### src/rtl/wdt_pkg.sv
package wdt_pkg;
    localparam int ADDR_W = 12;
    localparam logic [ADDR_W-1:0] OFS_LOAD  = 12'h000;
    localparam logic [ADDR_W-1:0] OFS_COUNT = 12'h004;
    localparam logic [ADDR_W-1:0] OFS_CTRL  = 12'h008;
    localparam logic [ADDR_W-1:0] OFS_CLR   = 12'h00C;
    localparam logic [ADDR_W-1:0] OFS_RAW   = 12'h010;
    localparam logic [ADDR_W-1:0] OFS_MSK   = 12'h014;
    localparam logic [ADDR_W-1:0] OFS_LOCK  = 12'hC00;
    localparam logic [31:0]       UNLOCK_KEY = 32'h1ACCE551;

    typedef enum logic [1:0] {
        ST_IDLE      = 2'd0,
        ST_IDLE_PEND = 2'd1,
        ST_FIRST     = 2'd2,
        ST_SECOND    = 2'd3
    } wdt_state_e;
endpackage

### src/rtl/wdt_regs.sv
module wdt_regs
    import wdt_pkg::*;
#(
    parameter int DATA_W = 32
) (
    input  logic              clk,
    input  logic              rst_n,
    input  logic [ADDR_W-1:0] addr,
    input  logic [DATA_W-1:0] wdata,
    input  logic              wr,
    output logic [DATA_W-1:0] load_q,
    output logic              ctrl_en,
    output logic              ctrl_rsten,
    output logic              locked,
    output logic              start_ev,
    output logic              stop_ev,
    output logic              clr_ev
);
    logic wr_open;
    logic ctrl_hit;

    assign wr_open  = wr && !locked;
    assign ctrl_hit = wr_open && (addr == OFS_CTRL);
    assign start_ev = ctrl_hit && wdata[0];
    assign stop_ev  = ctrl_hit && !wdata[0];
    assign clr_ev   = wr_open && (addr == OFS_CLR);

    always_ff @(posedge clk or negedge rst_n) begin
        if (!rst_n) begin
            load_q     <= '1;
            ctrl_en    <= 1'b0;
            ctrl_rsten <= 1'b0;
            locked     <= 1'b1;
        end else begin
            if (wr && addr == OFS_LOCK)
                locked <= (wdata[31:0] != UNLOCK_KEY);
            if (wr_open && addr == OFS_LOAD)
                load_q <= wdata;
            if (ctrl_hit) begin
                ctrl_en    <= wdata[0];
                ctrl_rsten <= wdata[1];
            end
        end
    end
endmodule

### src/rtl/wdt_core.sv
module wdt_core
    import wdt_pkg::*;
#(
    parameter int DATA_W = 32
) (
    input  logic              clk,
    input  logic              rst_n,
    input  logic [DATA_W-1:0] load_val,
    input  logic              start_ev,
    input  logic              stop_ev,
    input  logic              clr_ev,
    input  logic              rsten,
    output logic [DATA_W-1:0] cnt_q,
    output logic              raw_irq,
    output logic              bite
);
    wdt_state_e state_q, state_d;
    logic running;
    logic expire;

    assign running = (state_q == ST_FIRST) || (state_q == ST_SECOND);
    assign expire  = running && (cnt_q == '0) && !start_ev && !stop_ev && !clr_ev;

    // Next-state logic
    always_comb begin
        state_d = state_q;
        unique case (state_q)
            ST_IDLE: begin
                if (start_ev) state_d = ST_FIRST;
            end
            ST_IDLE_PEND: begin
                if (start_ev)    state_d = ST_SECOND;
                else if (clr_ev) state_d = ST_IDLE;
            end
            ST_FIRST: begin
                if (stop_ev)     state_d = ST_IDLE;
                else if (expire) state_d = ST_SECOND;
            end
            ST_SECOND: begin
                if (stop_ev)     state_d = ST_IDLE_PEND;
                else if (clr_ev) state_d = ST_FIRST;
            end
        endcase
    end

    // State register
    always_ff @(posedge clk or negedge rst_n) begin
        if (!rst_n) state_q <= ST_IDLE;
        else        state_q <= state_d;
    end

    // Countdown register
    always_ff @(posedge clk or negedge rst_n) begin
        if (!rst_n)
            cnt_q <= '1;
        else if (start_ev || clr_ev)
            cnt_q <= load_val;
        else if (running && !stop_ev)
            cnt_q <= (cnt_q == '0) ? load_val : cnt_q - 1'b1;
    end

    // Outputs
    always_comb begin
        raw_irq = (state_q == ST_IDLE_PEND) || (state_q == ST_SECOND);
        bite    = expire && (state_q == ST_SECOND) && rsten;
    end
endmodule

### src/rtl/wdt_rstpulse.sv
module wdt_rstpulse #(
    parameter int RST_CYCLES = 4
) (
    input  logic clk,
    input  logic rst_n,
    input  logic fire,
    output logic pulse_q
);
    localparam int PW = $clog2(RST_CYCLES + 1);
    localparam logic [PW-1:0] PLEN = PW'(RST_CYCLES);

    logic [PW-1:0] left_q;

    always_ff @(posedge clk or negedge rst_n) begin
        if (!rst_n) begin
            left_q  <= '0;
            pulse_q <= 1'b0;
        end else if (fire) begin
            left_q  <= PLEN;
            pulse_q <= 1'b1;
        end else begin
            pulse_q <= (left_q > PW'(1));
            if (left_q != '0) left_q <= left_q - 1'b1;
        end
    end
endmodule

### src/rtl/wdt_top.sv
module wdt_top
    import wdt_pkg::*;
#(
    parameter int DATA_W     = 32,
    parameter int RST_CYCLES = 4
) (
    input  logic              clk,
    input  logic              rst_n,
    input  logic [ADDR_W-1:0] bus_addr,
    input  logic [DATA_W-1:0] bus_wdata,
    input  logic              bus_wr,
    input  logic              bus_rd,
    output logic [DATA_W-1:0] bus_rdata,
    output logic              irq_o,
    output logic              sys_rst_o
);
    logic [DATA_W-1:0] load_q;
    logic [DATA_W-1:0] cnt_q;
    logic ctrl_en, ctrl_rsten, locked;
    logic start_ev, stop_ev, clr_ev;
    logic raw_irq, bite;

    wdt_regs #(.DATA_W(DATA_W)) u_regs (
        .clk(clk), .rst_n(rst_n), .addr(bus_addr), .wdata(bus_wdata), .wr(bus_wr),
        .load_q(load_q), .ctrl_en(ctrl_en), .ctrl_rsten(ctrl_rsten), .locked(locked),
        .start_ev(start_ev), .stop_ev(stop_ev), .clr_ev(clr_ev)
    );

    wdt_core #(.DATA_W(DATA_W)) u_core (
        .clk(clk), .rst_n(rst_n), .load_val(load_q),
        .start_ev(start_ev), .stop_ev(stop_ev), .clr_ev(clr_ev), .rsten(ctrl_rsten),
        .cnt_q(cnt_q), .raw_irq(raw_irq), .bite(bite)
    );

    wdt_rstpulse #(.RST_CYCLES(RST_CYCLES)) u_pulse (
        .clk(clk), .rst_n(rst_n), .fire(bite), .pulse_q(sys_rst_o)
    );

    assign irq_o = raw_irq && ctrl_en;

    always_comb begin
        bus_rdata = '0;
        if (bus_rd) begin
            unique case (bus_addr)
                OFS_LOAD:  bus_rdata = load_q;
                OFS_COUNT: bus_rdata = cnt_q;
                OFS_CTRL:  bus_rdata = DATA_W'({ctrl_rsten, ctrl_en});
                OFS_RAW:   bus_rdata = DATA_W'(raw_irq);
                OFS_MSK:   bus_rdata = DATA_W'(irq_o);
                OFS_LOCK:  bus_rdata = DATA_W'(locked);
                default:   bus_rdata = '0;
            endcase
        end
    end
endmodule

### config.mk
export PLATFORM = sky130hd
export DESIGN_NAME = wdt_top
export DESIGN_NICKNAME = d
export VERILOG_FILES = /design/src/rtl/wdt_pkg.sv /design/src/rtl/wdt_regs.sv /design/src/rtl/wdt_core.sv /design/src/rtl/wdt_rstpulse.sv /design/src/rtl/wdt_top.sv
export SDC_FILE = /design/constraint.sdc
export NUM_CORES = 1
export LEC_CHECK = 0
export ABC_AREA = 1
export ABC_CLOCK_PERIOD_IN_PS = 2500
export BUFFER_PORTS_ARGS = -buffer_cell sky130_fd_sc_hd__buf_4
export CORE_AREA = 5 5 106 157
export DETAILED_ROUTE_END_ITERATION = 12
export DIE_AREA = 0 0 111 162
export HOLD_SLACK_MARGIN = 0.08
export SLEW_MARGIN = 20
export SYNTH_ARGS = -nofsm -noshare
export SYNTH_HDL_FRONTEND = slang
export SYNTH_SLANG_ARGS = --single-unit
export TNS_END_PERCENT = 5
### constraint.sdc
create_clock -name clk -period 2.5 [get_ports clk]
set_input_delay 0.5 -clock clk [delete_from_list [all_inputs] [get_ports clk]]
set_output_delay 0.5 -clock clk [all_outputs]
set_load 0.01 [all_outputs]
==> results.py <==
metrics = {
    "drt": {
        "vias": 5506,
        "drtAntennaViolNets": 0,
        "drtIter0Drc": 219,
        "vias_per_cell": 4.89,
        "drc": 0,
        "first_pass_iters": 6,
        "routed_wl_um": 17100,
        "wire_per_inst_um": 15.2,
    },
    "clock_tree": {
        "cts_buffer_depth": 2,
        "cts_buffers": 9,
        "clock-sinks": 73,
        "h-tree-depth": 3,
        "clk_pin_slew_ns": 0.07,
        "cts-root-buf": "clkbuf_16",
        "cts_tree": "done",
        "ctsHoldBuffers": 0,
        "insertion_delay_ns": 0.35,
        "cts_setup_buffers": 0,
        "cts-resized-gates": 0,
    },
    "timing": {
        "rsz0062_at_grt": "false",
        "max-slew-margin-rel": 0.361,
        "setup_viol": 0,
        "tightest_slew_ns": 0.957,
        "max_freq_mhz": 423,
        "min_period_ns": 2.37,
        "final.setup.tns_ns": 0,
        "clock-skew-final_ns": 0.00877,
        "finalHoldViolations": 0,
        "drv_slew": 0,
        "finalCritPeriodShare": 0.947,
    },
    "synth": {
        "synthesis.nets": 895,
        "ys_seq_area_frac": 0.341,
        "synth-edff-count": 0,
        "synth_seq_cells": 73,
        "yosysWarnings": 0,
        "postSynthCellCount": 842,
        "synth_area_leaders": "dfstp_2 (31%), nand2_1 (20%), inv_1 (7.5%)",
        "synth_most_common_cell": "nand2_1",
        "synthTopCellsByCount": "nand2_1 (298), inv_1 (111), nor2_1 (102)",
        "async_reset_ff_frac": 1.00,
        "syn-cell-area_um2": 5590,
        "synth_cell_types": 37,
        "yosysTopAreaCellShare": 0.306,
        "syn_area_per_cell_um2": 6.64,
        "post-synth-top-area-cell": "dfstp_2",
        "ys.flop_type": "dfstp_2",
    },
    "floorplan": {
        "coreArea_um2": 15100,
        "rows": 55,
        "ios": 82,
        "dieArea_um2": 18000,
        "dieWidth_um": 111,
        "start_util": 0.371,
        "die_h_um": 162,
    },
    "setup_path": {
        "worst_setup_path_start_kind": "primary input",
        "cp-end-kind": "primary output",
        "crit_required_ns": 2.00,
        "critPathKind": "primary input to primary output",
        "worstPathArrival_ns": 1.87,
        "crit_fanout": 18,
        "regToRegSetupSlack_ns": 0.18,
    },
    "run": {
        "drv_cap": 0,
    },
    "run_status": {
        "status": "completed",
    },
    "finish": {
        "layout-drive-gt1-share": 0.264,
        "n_antenna_cell": 0,
        "nNetsFinal": 976,
        "final_cells": 1127,
        "syn_to_final_growth_pct": 20.6,
    },
    "global_route": {
        "grt_pass1_vias": 5682,
        "grt_pass1_wl_um": 28100,
        "grt.total_usage": 0.193,
        "antenna_found_initial": 0,
        "grt-ovfl-total": 0,
        "grt_max_degree": 65,
    },
    "placed_design": {
        "hpwlAfterDp_um": 13100,
        "numPortBuffers": 81,
        "gp_congestion": 0.910,
        "place_inst": 1111,
    },
    "min_path": {
        "min_path_type": "primary input to async pin",
    },
    "power": {
        "cellPowerDensity_nw_per_um2": 472,
        "ir_drop_uv": 300,
        "leakagePower_uw": 0.00320,
    },
}
==> flip-flops by register name (all words and copies together), names as in the netlist <==
name,cells
u_core.cnt_q,32
u_pulse.left_q,3
u_core.state_q,2
u_regs.locked,1
u_regs.ctrl_en,1
u_regs.ctrl_rsten,1
u_pulse.pulse_q,1
u_regs.load_q,32
==> per-stage QoR <==
stage | setup WS [ns] | power, uW | utilization | hold WS (ns) | cell area, um^2
final | 0.133 | 3180 | 0.447 | 0.0931 | 6740
after global routing | 0.00937 | 3330 | 0.447 | 0.137 | 6740
after CTS | 0.101 | 3210 | 0.446 | 0.118 | 6730
after detailed placement | 0.0804 | 1920 | 0.427 | 0.471 | 6440
after global placement | 0.0684 | 1920 | 0.427 | 0.466 | 6440
after floorplan | 0.418 | 1710 | - | 0.204 | 5590
==> routing by layer <==
metal | track usage | part of all wire | vias to the layer above | wire, um
met1 | 0.217 | 0.41 | 2581 | 7030
met2 | 0.371 | 0.54 | 123 | 9180
met4 | 0.0583 | 0.018 | 0 | 305
met3 | 0.0276 | 0.034 | 21 | 581
li1 | - | - | 2781 | -
met5 | 0 | 0 | - | 0
==> area by class of cell <==
class,count,area [um^2]
clock buffers,9,225
clock inverters,7,60.1
fillers,1626,8330
inverters,119,452
multi-input cells,624,3050
flip-flops and latches,73,1910
well taps,199,249
repair buffers,96,800
==> power by group <==
group / switching, uW / internal (uW)
Clock: 586 / 690
Combinational: 281 / 203
Sequential: 122 / 1300
==> final timing paths <==
path,from,to,cells past startpoint
setup / recovery,bus_addr[9],bus_rdata[23],10
setup reg to reg,u_core.cnt_q[0]$_DFFE_PN1P_,u_core.cnt_q[20]$_DFFE_PN1P_,10
min in group clk,bus_wdata[30],u_regs.load_q[30]$_DFFE_PN1P_,3
max in group asynchronous,rst_n,u_core.cnt_q[31]$_DFFE_PN1P_,2
hold reg to reg,u_regs.load_q[1]$_DFFE_PN1P_,u_regs.load_q[1]$_DFFE_PN1P_,2
hold / removal,rst_n,u_regs.ctrl_rsten$_DFFE_PN0N_,1
==> cells by family after synthesis <==
family / synth area share
buffers and inverters: 0.117
AO/OA/AOI/OAI: 0.0750
flip-flops: 0.341
XOR/XNOR: 0.0251
multiplexers: 0.00179
adder cells (fa/ha/maj): 0.0112
AND/OR/NAND/NOR: 0.428
==> layout by cell type (no fill, tap or decap), types with 8 or more instances in the layout <==
| master | Yosys | layout |
|---|---|---|
| nand4_1 | 16 | 16 |
| inv_1 | 111 | 111 |
| buf_4 | 10 | 89 |
| o21ai_0 | 13 | 13 |
| o21ai_1 | 12 | 11 |
| dfrtp_1 | 8 | 8 |
| nand3_1 | 32 | 32 |
| xor2_1 | 10 | 10 |
| nand2_1 | 298 | 298 |
| clkbuf_16 | 0 | 9 |
| nor2_1 | 102 | 101 |
| nand3_2 | 31 | 31 |
| dfstp_2 | 65 | 65 |
| nor2_2 | 11 | 12 |
| a21oi_1 | 50 | 48 |
==> critical path, cell delays in order <==
cell and delay, ns:
buf_4 0.11, nor2_1 0.14, nand2_2 0.14, nor2_8 0.16, nand2_1 0.12, inv_2 0.13, buf_12 0.16, nand2_1 0.09
a21oi_1 0.16, buf_4 0.14
(Power assumes the default switching activity.)
